### src/rtl/ppg_pkg.sv
// Package: shared constants for the basic-mode parallel port group.
// Assumes a byte-wide control word; the bit positions below are decoded
// by the mode register and must match the host's mode-word layout.
package ppg_pkg;
    localparam int NUM_PORTS = 3;
    localparam int ADDR_W    = 2;

    // Register offsets within a group
    localparam logic [ADDR_W-1:0] OFS_PA   = 2'd0;
    localparam logic [ADDR_W-1:0] OFS_PB   = 2'd1;
    localparam logic [ADDR_W-1:0] OFS_PC   = 2'd2;
    localparam logic [ADDR_W-1:0] OFS_CTRL = 2'd3;

    // Mode-word bit positions (1 = input)
    localparam int BIT_MODE_FLAG = 7;
    localparam int BIT_DIR_A     = 4;
    localparam int BIT_DIR_CHI   = 3;
    localparam int BIT_DIR_B     = 1;
    localparam int BIT_DIR_CLO   = 0;

    // Direction state held by the mode register; 1 = input
    typedef struct packed {
        logic a_in;
        logic b_in;
        logic chi_in;
        logic clo_in;
    } ppg_dir_t;

    localparam ppg_dir_t DIR_ALL_IN = '{a_in: 1'b1, b_in: 1'b1, chi_in: 1'b1, clo_in: 1'b1};
endpackage

### src/rtl/ppg_mode_reg.sv
// Mode register: decodes control writes and holds the four direction bits.
// Assumes the caller qualifies wr_ctrl with the control offset. A write with
// the flag bit clear is dropped. clr_latch pulses combinationally on every
// accepted mode word so the port latches clear at the same edge.
module ppg_mode_reg
    import ppg_pkg::*;
#(
    parameter int DATA_W = 8
) (
    input  logic              clk,
    input  logic              rst_n,
    input  logic              wr_ctrl,
    input  logic [DATA_W-1:0] wdata,
    output ppg_dir_t          dir,
    output logic              clr_latch
);
    logic mode_hit;

    // Accept only control writes that carry the mode flag
    always_comb begin
        mode_hit  = wr_ctrl && wdata[BIT_MODE_FLAG];
        clr_latch = mode_hit;
    end

    // Hold the direction bits; reset leaves every group as input
    always_ff @(posedge clk) begin
        if (!rst_n) begin
            dir <= DIR_ALL_IN;
        end else if (mode_hit) begin
            dir.a_in   <= wdata[BIT_DIR_A];
            dir.b_in   <= wdata[BIT_DIR_B];
            dir.chi_in <= wdata[BIT_DIR_CHI];
            dir.clo_in <= wdata[BIT_DIR_CLO];
        end
    end
endmodule

### src/rtl/ppg_out_latch.sv
// Output latch for one port. A clear takes priority over a load; the two
// cannot coincide from a single bus write, but the order is fixed anyway.
// Assumes synchronous active-low reset to zero.
module ppg_out_latch #(
    parameter int WIDTH = 8
) (
    input  logic             clk,
    input  logic             rst_n,
    input  logic             load,
    input  logic             clr,
    input  logic [WIDTH-1:0] din,
    output logic [WIDTH-1:0] q
);
    // Store host data, cleared by reset or by a mode word
    always_ff @(posedge clk) begin
        if (!rst_n || clr) begin
            q <= '0;
        end else if (load) begin
            q <= din;
        end
    end
endmodule

### src/rtl/ppg_in_sync.sv
// Two-stage synchronizer for asynchronous pad inputs. The stages are
// deliberately not reset: they only carry pad levels and settle within
// two clocks of any reset, which keeps reset off the metastability path.
module ppg_in_sync #(
    parameter int WIDTH = 24
) (
    input  logic             clk,
    input  logic [WIDTH-1:0] d_async,
    output logic [WIDTH-1:0] q_sync
);
    logic [WIDTH-1:0] stage1;

    // Shift pad levels through two flops
    always_ff @(posedge clk) begin
        stage1 <= d_async;
        q_sync <= stage1;
    end
endmodule

### src/rtl/ppg_group.sv
// Basic-mode 24-line parallel port group. It decodes the byte bus into
// three port latches and a mode register, expands the direction bits into
// per-line output enables (byte-wide for ports A and B, nibble-wide for C),
// and returns synchronized pad levels on reads. Assumes one bus access per
// cycle and that the pads tri-state themselves from pin_oe.
module ppg_group
    import ppg_pkg::*;
#(
    parameter int PORT_W = 8
) (
    input  logic                          clk,
    input  logic                          rst_n,
    input  logic [ADDR_W-1:0]             bus_addr,
    input  logic [PORT_W-1:0]             bus_wdata,
    input  logic                          bus_wr,
    input  logic                          bus_rd,
    output logic [PORT_W-1:0]             bus_rdata,
    input  logic [NUM_PORTS*PORT_W-1:0]   pin_in,
    output logic [NUM_PORTS*PORT_W-1:0]   pin_out,
    output logic [NUM_PORTS*PORT_W-1:0]   pin_oe
);
    localparam int LINES  = NUM_PORTS * PORT_W;
    localparam int HALF_W = PORT_W / 2;

    ppg_dir_t          dir;
    logic              clr_latch;
    logic              wr_ctrl;
    logic [LINES-1:0]  pin_sync;
    logic [NUM_PORTS-1:0] port_load;

    // Qualify a write to the control offset
    always_comb begin
        wr_ctrl = bus_wr && (bus_addr == OFS_CTRL);
    end

    ppg_mode_reg #(.DATA_W(PORT_W)) u_mode (
        .clk       (clk),
        .rst_n     (rst_n),
        .wr_ctrl   (wr_ctrl),
        .wdata     (bus_wdata),
        .dir       (dir),
        .clr_latch (clr_latch)
    );

    ppg_in_sync #(.WIDTH(LINES)) u_sync (
        .clk     (clk),
        .d_async (pin_in),
        .q_sync  (pin_sync)
    );

    // One latch per port, selected by its offset
    for (genvar p = 0; p < NUM_PORTS; p++) begin : g_port
        always_comb begin
            port_load[p] = bus_wr && (bus_addr == ADDR_W'(p));
        end

        ppg_out_latch #(.WIDTH(PORT_W)) u_latch (
            .clk   (clk),
            .rst_n (rst_n),
            .load  (port_load[p]),
            .clr   (clr_latch),
            .din   (bus_wdata),
            .q     (pin_out[p*PORT_W +: PORT_W])
        );
    end

    // Expand direction bits into per-line enables: drive when not input
    always_comb begin
        pin_oe[0*PORT_W +: PORT_W]          = {PORT_W{~dir.a_in}};
        pin_oe[1*PORT_W +: PORT_W]          = {PORT_W{~dir.b_in}};
        pin_oe[2*PORT_W +: HALF_W]          = {HALF_W{~dir.clo_in}};
        pin_oe[2*PORT_W + HALF_W +: HALF_W] = {HALF_W{~dir.chi_in}};
    end

    // Return synchronized pad levels for a port read, zero otherwise
    always_comb begin
        bus_rdata = '0;
        if (bus_rd) begin
            unique case (bus_addr)
                OFS_PA:   bus_rdata = pin_sync[0*PORT_W +: PORT_W];
                OFS_PB:   bus_rdata = pin_sync[1*PORT_W +: PORT_W];
                OFS_PC:   bus_rdata = pin_sync[2*PORT_W +: PORT_W];
                default:  bus_rdata = '0;
            endcase
        end
    end
endmodule

### config.mk
export PLATFORM = sky130hd
export DESIGN_NAME = ppg_group
export DESIGN_NICKNAME = d
export VERILOG_FILES = /design/src/rtl/ppg_pkg.sv /design/src/rtl/ppg_mode_reg.sv /design/src/rtl/ppg_out_latch.sv /design/src/rtl/ppg_in_sync.sv /design/src/rtl/ppg_group.sv
export SDC_FILE = /design/constraint.sdc
export NUM_CORES = 1
export LEC_CHECK = 0
export BUFFER_PORTS_ARGS = -buffer_cell sky130_fd_sc_hd__buf_2
export CAP_MARGIN = 20
export CORE_MARGIN = 1
export CORE_UTILIZATION = 51
export CTS_CLUSTER_DIAMETER = 120
export DETAILED_ROUTE_END_ITERATION = 10
export GPL_TIMING_DRIVEN = 0
export MAX_ROUTING_LAYER = met4
export PLACE_DENSITY = 0.8
export SYNTH_ARGS = -nofsm -noshare
export SYNTH_HDL_FRONTEND = slang
export SYNTH_SLANG_ARGS = --single-unit
### constraint.sdc
create_clock -name clk -period 1.15 [get_ports clk]
set_input_delay 0 -clock clk [delete_from_list [all_inputs] [get_ports clk]]
set_output_delay 0 -clock clk [all_outputs]
set_load 0.01 [all_outputs]
==> results of run 1 <==
==> worst max-delay path by stage <==
stage	end	cells after the start	slack, ps	startpoint
2_1_floorplan	g_port[0].u_latch.q[0]$_SDFFE_PP0P_	5	360	bus_addr[0]
3_3_place_gp	bus_rdata[5]	6	130	bus_addr[1]
3_5_place_dp	bus_rdata[6]	6	90	bus_addr[1]
4_1_cts	bus_rdata[6]	4	-120	u_sync.q_sync[6]$_DFF_P_
5_1_grt	bus_rdata[6]	4	-150	u_sync.q_sync[6]$_DFF_P_
6_report	bus_rdata[6]	4	-110	u_sync.q_sync[6]$_DFF_P_
==> repair_timing <==
item                       in CTS  in global routing
setup endpoints to repair       8                 17
setup buffers                   0                  0
pin swaps                       2                  4
gates resized for setup         6                  7
hold buffers                   33                  0
hold endpoints to repair       52                  0
==> worst reg2reg max path: stages, from the launching register on <==
cell and delay, ps:
dfxtp_1 330, mux2i_1 130, nand2_1 70
==> flip-flops by register name, indices dropped and copies added (netlist names) <==
name              count
g_port.u_latch.q     24
u_sync.q_sync        24
u_sync.stage1        24
u_mode.dir            4
==> layer usage <==
metal,GRT usage [%],vias up,wire length [um]
met5,-,-,0
met4,13.56,0,149
met1,23.19,844,2082
met3,4.131,12,266
met2,42.74,68,2843
li1,-,911,-
==> stage by stage <==
step / std cells / utilization (%) / area (um^2) / setup TNS [ps]
2_1_floorplan: 202 / - / 2410 / 0
3_3_place_gp: 347 / 66.16 / 2940 / 0
3_5_place_dp: 347 / 66.16 / 2940 / 0
4_1_cts: 396 / 78.83 / 3503 / -582.5
5_1_grt: 396 / 79.08 / 3515 / -1083
6_report: 396 / 79.08 / 3515 / -582.6
==> cells in the final DEF, fill, tap and decap left out <==
cell / n
inv_2: 2
clkinv_2: 1
buf_4: 23
buf_1: 1
clkinv_4: 1
nor2_1: 24
dlygate4sd3_1: 33
mux2i_1: 36
dfxtp_1: 68
nand3b_1: 2
buf_2: 94
nand2_1: 12
buf_6: 3
or2_1: 8
nand4_2: 1
a21boi_1: 5
a21boi_2: 3
inv_6: 2
clkbuf_8: 9
nor3b_2: 1
clkinvlp_4: 1
inv_1: 2
nor2b_1: 1
nand2_2: 1
bufinv_16: 2
dfxtp_2: 8
==> layout make-up <==
type / count / area, um^2 / area share, %
clock buffer: 9 / 123.9 / 3.524
inverter: 4 / 15.01 / 0.4272
multi-input combinational: 94 / 669.4 / 19.05
clock inverter: 7 / 98.84 / 2.812
timing repair buffer: 126 / 795.8 / 22.64
tap: 52 / 65.06 / 1.851
buffer: 28 / 215.2 / 6.123
sequential: 76 / 1531 / 43.57
==> power groups by stage <==
stage | logic, mW | clock network (mW) | registers, mW
after floorplan | 0.199 | 0 | 2.85
after global placement | 0.376 | 0 | 2.84
after detailed placement | 0.384 | 0 | 2.85
after CTS | 0.473 | 2.25 | 2.79
after global routing | 0.523 | 2.38 | 2.80
final | 0.483 | 2.23 | 2.79
==> logic make-up after synthesis <==
logic type | after synthesis | synth area share (%)
DFF | 76 | 63.14
and+or+nand+nor | 50 | 9.865
buffers and inverters | 32 | 9.553
AOI/OAI and AO/OA | 8 | 2.492
muxes | 36 | 14.95
==> results.md, run 1 <==
* CP Capture Type: output port
* Cell row count at 24
* Worst-skew pair later-pin latency at between 300 and 400 ps
* Main synth FF type: dfxtp_1
* Setup Skew at between 5 and 6 ps
* Hold Path Origin: bus_wdata[7]
* GRT Total Usage at 23.37%
* Worst setup path category: flop to output port
* Seq cells post-synth at 76
* Max-cap violations at 0
* Worst-path cell chain: mux2i_1, or2_1, a21boi_1, buf_2
* Largest net degree at the start of global routing at 15
* DRT Pass-1 Iters at 7
* DRC viols at 16
* Top-count cell post-synth: dfxtp_1
* Slew headroom at 75.01%
* Post-synth EDFFs at 0
* Leakage at between 1.5 and 2 nW
* Worst VDD drop at about 1.3 mV
* Fraction of power spent switching nets at a little under a quarter
* DRT antenna net count at 0
* Die height at ~70 um
* Final Setup Violations at 8
* Pint at approximately 4.3 mW
* Worst R2R Path Depth at 2
* Avg Cell Area, Syn at ~12 um^2
* Vias in the first global route at roughly 1800
* Filler instances at 272
* Starting Density at 54.22%
* Die area at between 5000 and 6000 um^2
* P&R area growth vs syn at 45.85%
* Global-route wire length before repair at 8321 um
* Hold slack at approximately 110 ps
* Worst Slack Setup Final at -109.1 ps
* Fin crit period at between 1000 and 1500 ps
* Final Power at roughly 5.5 mW
* Share of the synthesized area in the top cell type at a little over three fifths
* Top cells by count, synth: dfxtp_1, mux2i_1, nor2_1, buf_4, nand2_1
* Unrepaired setup endpoints after global routing: true
* Worst slack at placement at just over 90 ps
* Final slew viol count at 0
* Outcome: finished with violations
* Buf/Inv on CP at 1
* Hold EP: u_mode.dir[1]$_SDFFE_PN1P_
* Worst hold stages at 4
* CTS tree: yes
* Yosys Warn Count at 0
* WL final at about 5300 um
* WL/cell at roughly 13 um
* Setup slack, reg-to-reg at approximately 520 ps
* Syn_nets at 240
* Worst path top cell family by delay: flip-flops
* Min-Delay Path Class: primary input to flop
* # nets final at ~380
* Combinational power share at under 10%
* CP max stage delay at about 330 ps
* Core footprint at between 4000 and 5000 um^2
* Required @ worst endpoint at 1150 ps
* Final Hold Viols at 0
* Flop pwr share at about 50%
* Die X at approximately 71 um
* Reg-to-reg startpoint: u_mode.dir[2]$_SDFFE_PN1P_
* Vias/cell at between 4 and 5
* Initial antenna violation count at 0
* Maximum clock frequency at ~790 MHz
* Top cell type by total area after synthesis: dfxtp_1
* RePlAce Congestion at 0.7458
* IO Count at 94
* Worst-Margin Slew at between 300 and 400 ps
* Slowest stage cell, crit path: dfxtp_2
* Crit path DAT at 1260 ps
* Routed vias at about 1800
* Clock buffer depth at 2
* PD cells at 1565 nW/um^2
* Post-synth cell types at 16
* GRT overflow at 0
* Root Driver: clkbuf_8
* N_diodes at 0
* Sequential cell area fraction in the yosys report at between 60% and 70%
* Violated checks: design-rule violations, negative setup slack
* Reg2reg end: u_mode.dir[2]$_SDFFE_PN1P_
* Clock power share at ~40%
* Iteration-0 DRC Markers at a little under 80
* P_sw at ~1.2 mW
* Detailed placer's ending HPWL at 3233 um
* Layout cells sized above 1 at ~44%
* Clk slew on worst S/H paths at ~80 ps
* Num CTS Buffers at 9
* H-tree Lvls at 3
* Mapped cell area at roughly 2400 um^2
* CP Max Fanout at 1
* Synth top area cells: dfxtp_1, mux2i_1, buf_4
* Post-synth ARST share at 0%
* Cells after synthesis at 202
* Fin crit share at 109.5%
* Startpoint Class: flop
* I/O Buffers at between 90 and 100
* Clk sinks at 76
Note: power is estimated with default switching activity, not from simulation.
==> inputs of run 2 (changes only) <==
--- a/config.mk
+++ b/config.mk
@@ -14,6 +14,7 @@
 export GPL_TIMING_DRIVEN = 0
 export MAX_ROUTING_LAYER = met4
 export PLACE_DENSITY = 0.8
+export RECOVER_POWER = 50
 export SYNTH_ARGS = -nofsm -noshare
 export SYNTH_HDL_FRONTEND = slang
 export SYNTH_SLANG_ARGS = --single-unit
==> run 2 against run 1 <==
  * Sequential power hardly changed
  * The flow still finishes with violations (design-rule violations, negative setup slack)
  * Highest routed layer unchanged
  * Die area did not move
  * Global-route usage is the same
  * Sequential share of layout area up 0.22 points
  * Largest power group unchanged
  * First-iteration DRC count down 5.1%
==> results.md, run 2 (synthesis results as in run 1) <==
* P_sw at 1.242 mW (-0.21%)
* Die X at 70.74 um (unchanged)
* Slowest stage cell, crit path: dfxtp_2
* Worst-Margin Slew at 374.9 ps (+0.1173 ps)
* Filler instances at 276 (+1.5%)
* Clock buffer depth at 2 (unchanged)
* Met3 usage at 4.131% (unchanged)
* Worst VDD drop at 1.283 mV (about the same)
* Core footprint at 4444 um^2 (unchanged)
* Most common cell after layout, fill and taps aside: buf_2
* Worst Slack Setup Final at -112.5 ps (-3.460 ps)
* Fin crit period at 1263 ps (+3.460 ps)
* H-tree Lvls at 3 (unchanged)
* Worst setup path category: flop to output port
* Num CTS Buffers at 9 (unchanged)
* PD cells at 1571 nW/um^2 (+0.36%)
* Detailed placer's ending HPWL at 3233 um (unchanged)
* Final slew viol count at 0 (unchanged)
* WL/cell at 13.48 um (about the same)
* Pint at 4.252 mW (-0.12%)
* Combinational power share at 8.7% (about the same)
* Leakage at 1.833 nW (-1.9%)
* I/O Buffers at 93 (unchanged)
* DRT Pass-1 Iters at 7 (unchanged)
* Cell row count at 24 (unchanged)
* Buf/Inv on CP at 1 (unchanged)
* Register Area at 1531 um^2 (unchanged)
* IO Count at 94 (unchanged)
* # nets final at 377 (unchanged)
* CP max stage delay at 330 ps (about the same)
* Final Setup Violations at 8 (unchanged)
* Clk slew on worst S/H paths at 80 ps (about the same)
* Die area at 5004 um^2 (unchanged)
* Vias in the first global route at 1820 (unchanged)
* DRT antenna net count at 0 (unchanged)
* Final non-filler cell total at 396 (unchanged)
* Global-route wire length before repair at 8321 um (unchanged)
* Fraction of power spent switching nets at 22.60% (about the same)
* Layout cells sized above 1 at 41.57% (-2.6 points)
* P&R area growth vs syn at 45.12%
* Fin crit share at 109.8% (+0.30 points)
* Cells after DPL at 347 (unchanged)
* Crit path DAT at 1260 ps (about the same)
* Unrepaired setup endpoints after global routing: true
* Maximum clock frequency at 792.1 MHz (-0.27%)
* N_diodes at 0 (unchanged)
* Post-CTS Setup Bufs at 0 (unchanged)
* GRT overflow at 0 (unchanged)
* CP Capture Type: output port
* Worst path top cell family by delay: flip-flops
* Min-Delay Path Class: primary input to flop
* Die height at 70.74 um (unchanged)
* CTS tree: yes
* Clk sinks at 76 (unchanged)
* Vias/cell at 4.634 (unchanged)
* Starting Density at 54.22% (unchanged)
* Worst-skew pair later-pin latency at 340 ps (about the same)
* Clock power share at 40.5% (about the same)
* Slew headroom at 75.01% (about the same)
* RePlAce Congestion at 0.7458 (unchanged)
* GRT Total Usage at 23.37% (unchanged)
* Startpoint Class: flop
* Area of the multi-input gates at 669.4 um^2 (unchanged)
* Violated checks: design-rule violations, negative setup slack
* Setup Skew at 6.048 ps (+0.06797 ps)
* Commonest non-fill, non-tap cells in the layout: buf_2, dfxtp_1, mux2i_1
* Max-cap violations at 0 (unchanged)
* Outcome: finished with violations
* Final Hold Viols at 0 (unchanged)
* Met1 Usage GRT at 23.19% (unchanged)
* CP Max Fanout at 1 (unchanged)
* Flop pwr share at 50.8% (about the same)
* Worst-path cell chain: mux2i_1, or2_1, a21boi_1, buf_2
* Met2 Usage GRT at 42.74% (unchanged)
* Routed vias at 1835 (unchanged)
* Iteration-0 DRC Markers at 75 (-5.1%)
* Largest regs: g_port.u_latch.q (24), u_sync.q_sync (24), u_sync.stage1 (24)
* Largest net degree at the start of global routing at 15 (unchanged)
* DRC viols at 16 (unchanged)
* Root Driver: clkbuf_8
* Required @ worst endpoint at 1150 ps (about the same)
* TNS Setup at -573.4 ps (+9.183 ps)
* WL final at 5339 um (about the same)
* Gr busiest metal: met2
* Initial antenna violation count at 0 (unchanged)
==> run 2: cell count changes in the layout (fill, tap and decap cells not counted), sizes merged <==
cell	delta
buf	-10
clkbuf	+10
==> run 2: cell type report <==
| class | count | share of cell area, % |
|---|---|---|
| plain buffers | 28 | 5.975 |
| clock buffers | 9 | 3.542 |
| clock inverters | 7 | 2.826 |
| inverters | 4 | 0.4293 |
| multi-input cells | 94 | 19.14 |
| flip-flops and latches | 76 | 43.79 |
| well taps | 52 | 1.860 |
| repair buffers | 126 | 22.43 |
==> run 2: timing repair <==
action                                  4_1_cts  5_1_grt
endpoints found under the hold margin        52        0
hold buffers                                 33        0
pin swaps                                     2        4
endpoints found under the setup margin        8       17
gates resized for setup                       6        7
==> run 2: final timing paths <==
kind	start	end	slack, ps	depth (start not counted)
worst min-delay path	bus_wdata[7]	u_mode.dir[1]$_SDFFE_PN1P_	100	4
worst max-delay path	u_sync.q_sync[6]$_DFF_P_	bus_rdata[6]	-110	4
worst min register to register	u_sync.stage1[9]$_DFF_P_	u_sync.q_sync[9]$_DFF_P_	330	0
worst max register to register	u_mode.dir[2]$_SDFFE_PN1P_	u_mode.dir[2]$_SDFFE_PN1P_	520	2
==> run 2: per-layer routing <==
metal / vias up / wire length, um
li1: 910 / -
met1: 840 / 2025
met2: 72 / 2854
met3: 13 / 316
met4: 0 / 143
met5: - / 0
==> run 2: power by group through the flow <==
stage / logic (mW) / registers [mW] / clock network [mW]
final: 0.477 / 2.79 / 2.22
after global placement: 0.376 / 2.84 / 0
after global routing: 0.518 / 2.80 / 2.38
after floorplan: 0.199 / 2.85 / 0
after CTS: 0.473 / 2.79 / 2.25
after detailed placement: 0.384 / 2.85 / 0
==> run 2: per-stage QoR <==
stage               total power [mW]  instance area (um^2)  hold WS (ps)  utilization [%]  worst slack (ps)
floorplan                      3.051                  2410         27.72                -             361.5
global route                   5.704                  3497         130.6            78.69            -152.4
CTS                            5.509                  3503         107.0            78.83            -122.3
global placement               3.217                  2940         102.1            66.16             130.2
detailed placement             3.234                  2940         103.6            66.16             91.91
finish                         5.494                  3497         104.7            78.69            -112.5
==> run 2: tightest hold or removal path, cell delays in order <==
cell	delay, ps
clkbuf_1	100
nand4_2	170
mux2i_1	90
nand2_1	50
==> inputs of run 3 (changes only) <==
--- a/config.mk
+++ b/config.mk
@@ -10,6 +10,7 @@
 export CORE_MARGIN = 1
 export CORE_UTILIZATION = 51
 export CTS_CLUSTER_DIAMETER = 120
+export CTS_CLUSTER_SIZE = 8
 export DETAILED_ROUTE_END_ITERATION = 10
 export GPL_TIMING_DRIVEN = 0
 export MAX_ROUTING_LAYER = met4
==> constraint.sdc (replaced) <==
create_clock -name clk -period 1.15 [get_ports clk]
set_input_delay 0.0575 -clock clk [delete_from_list [all_inputs] [get_ports clk]]
set_output_delay 0.0575 -clock clk [all_outputs]
set_load 0.01 [all_outputs]
==> run 3 against run 2 <==
  * The run still ends with design-rule violations, negative setup slack left
  * Non-clock buffer count fell by 4
  * Final cell count fell by 1.0%
  * First-iteration DRC count increased by 2.7%
  * Die area did not move
  * Critical path depth did not move
  * Total power is 0.12% lower
  * Critical endpoint unchanged
  * Largest cell class unchanged
==> results.md, run 3 (synthesis results as in run 1) <==
* IO Count at 94 (unchanged)
* Final Power at 5.488 mW (-0.12%)
* Clk sinks at 76 (unchanged)
* Clk slew on worst S/H paths at 80 ps (about the same)
* Worst R2R Path Depth at 2 (unchanged)
* Die area at 5004 um^2 (unchanged)
* Worst VDD drop at 1.276 mV (-0.56%)
* Finished Cell Area at 3465 um^2 (-0.93%)
* RePlAce Congestion at 0.7458 (unchanged)
* Worst-Margin Slew at 367.5 ps (-7.394 ps)
* Commonest non-fill, non-tap cells in the layout: buf_2, dfxtp_1, mux2i_1
* Leakage at 1.825 nW (-0.39%)
* WL final at 5356 um (+0.32%)
* Most common cell after layout, fill and taps aside: buf_2
* P&R area growth vs syn at 43.77%
* Final Core Density at 77.96% (-0.73 points)
* CP Capture Type: output port
* PD cells at 1584 nW/um^2 (+0.82%)
* Iteration-0 DRC Markers at 77 (+2.7%)
* Required @ worst endpoint at 1090 ps (-60 ps)
* Final slew viol count at 0 (unchanged)
* Slew headroom at 75.50% (+0.49 points)
* Worst-skew pair later-pin latency at 340 ps (about the same)
* Worst slack at placement at -23.09 ps (-115.0 ps)
* Setup Skew at 5.733 ps (-0.3149 ps)
* Startpoint Class: flop
* Layout cells sized above 1 at 42.65% (+1.1 points)
* N_diodes at 0 (unchanged)
* Slowest stage cell, crit path: dfxtp_2
* Worst Slack Setup Final at -180.2 ps (-67.61 ps)
* WL/cell at 13.66 um (+1.3%)
* GRT Total Usage at 23.26% (-0.11 points)
* Largest net degree at the start of global routing at 15 (unchanged)
* Hold slack at 1.672 ps (-103.0 ps)
* CTS tree: yes
* Reg2reg end: g_port[2].u_latch.q[6]$_SDFFE_PP0P_
* Outcome: finished with violations
* Largest regs: g_port.u_latch.q (24), u_sync.q_sync (24), u_sync.stage1 (24)
* Final Hold Viols at 0 (unchanged)
* Worst-path cell chain: mux2i_1, or2_1, a21boi_1, buf_2
* Core footprint at 4444 um^2 (unchanged)
* Setup slack, reg-to-reg at 490 ps (-30 ps)
* Global-route wire length before repair at 8307 um (-0.17%)
* Clock buffer depth at 2 (unchanged)
* H-tree Lvls at 3 (unchanged)
* Routed vias at 1816 (-1.0%)
* Crit path DAT at 1270 ps (about the same)
* Violated checks: design-rule violations, negative setup slack
* Worst setup path category: flop to output port
* Root Driver: clkbuf_8
* Fin crit share at 115.7% (+5.9 points)
* Maximum clock frequency at 751.8 MHz (-5.1%)
* Vias/cell at 4.633 (about the same)
* # nets final at 373 (-1.1%)
* DRC viols at 16 (unchanged)
* Fin crit period at 1330 ps (+67.61 ps)
* Detailed placer's ending HPWL at 3233 um (unchanged)
* Placed cell area at 2940 um^2 (unchanged)
* Reg-to-reg startpoint: g_port[2].u_latch.q[6]$_SDFFE_PP0P_
* CP Max Fanout at 1 (unchanged)
* CP max stage delay at 330 ps (about the same)
* Initial antenna violation count at 0 (unchanged)
* DRT antenna net count at 0 (unchanged)
* Num CTS Buffers at 9 (unchanged)
* Hold EP: u_mode.dir[0]$_SDFFE_PN1P_
* Hold Path Origin: bus_wdata[0]
* Die height at 70.74 um (unchanged)
* Cell row count at 24 (unchanged)
* Max-cap violations at 0 (unchanged)
* Final Setup Violations at 8 (unchanged)
* TNS Setup at -1018 ps (-444.7 ps)
* I/O Buffers at 93 (unchanged)
* Unrepaired setup endpoints after global routing: true
* Cells after DPL at 347 (unchanged)
* GRT overflow at 0 (unchanged)
* Die X at 70.74 um (unchanged)
* Vias in the first global route at 1840 (+1.1%)
* Min-Delay Path Class: primary input to flop
* Filler instances at 281 (+1.8%)
* Starting Density at 54.22% (unchanged)
* Final non-filler cell total at 392 (-1.0%)
* DRT Pass-1 Iters at 7 (unchanged)
* Worst hold stages at 3 (-1)
[run 3: cell types whose count changed in the layout (fill, tap and decap cells not counted), sizes merged]
cell / change
clkbuf: -3
buf: +3
dlygate4sd3: -4
[run 3: layout make-up]
cell class / instances / area, um^2 / share of cell area, %
Sequential cell: 76 / 1533 / 44.24
Inverter: 4 / 15.01 / 0.4334
Tap cell: 52 / 65.06 / 1.878
Clock inverter: 7 / 98.84 / 2.853
Multi-Input combinational cell: 94 / 666.9 / 19.25
Buffer: 28 / 215.2 / 6.212
Clock buffer: 9 / 123.9 / 3.575
Timing Repair Buffer: 122 / 747.0 / 21.56
[run 3: routing by layer]
| layer | up-vias | track usage, % | share of wire, % |
|---|---|---|---|
| li1 | 897 | - | - |
| met1 | 840 | 22.68 | 38 |
| met2 | 66 | 43.27 | 54 |
| met3 | 13 | 4.131 | 4.8 |
| met4 | 0 | 12.89 | 2.6 |
| met5 | - | - | 0 |
[run 3: worst max-delay path by stage]
| stage | startpoint | end | slack, ps | cells after the start |
|---|---|---|---|---|
| 3_3_place_gp | bus_addr[1] | bus_rdata[5] | 20 | 6 |
| 2_1_floorplan | bus_addr[0] | g_port[0].u_latch.q[0]$_SDFFE_PP0P_ | 300 | 5 |
| 3_5_place_dp | bus_addr[1] | bus_rdata[6] | -20 | 6 |
| 5_1_grt | u_sync.q_sync[9]$_DFF_P_ | bus_rdata[1] | -210 | 4 |
| 6_report | u_sync.q_sync[14]$_DFF_P_ | bus_rdata[6] | -180 | 4 |
| 4_1_cts | u_sync.q_sync[6]$_DFF_P_ | bus_rdata[6] | -180 | 4 |
[run 3: repair_timing]
action	in CTS	in global routing
buffers inserted	0	0
pin swaps	2	2
setup endpoints to repair	15	16
hold buffers	29	0
gates resized for setup	7	8
endpoints found under the hold margin	36	0
[run 3: power by group]
part           switching, mW  internal, mW  total (mW)
Clock                  0.989          1.24        2.22
Combinational          0.212         0.257       0.469
Sequential            0.0414          2.75        2.79
Total                   1.24          4.25        5.49
[run 3: worst max-delay path: cells and delay by family (launching register included)]
family,cells,cell delay [ps]
buf+inv,1,170
flops,1,330
compound gates,1,160
simple gates,1,220
mux,1,60
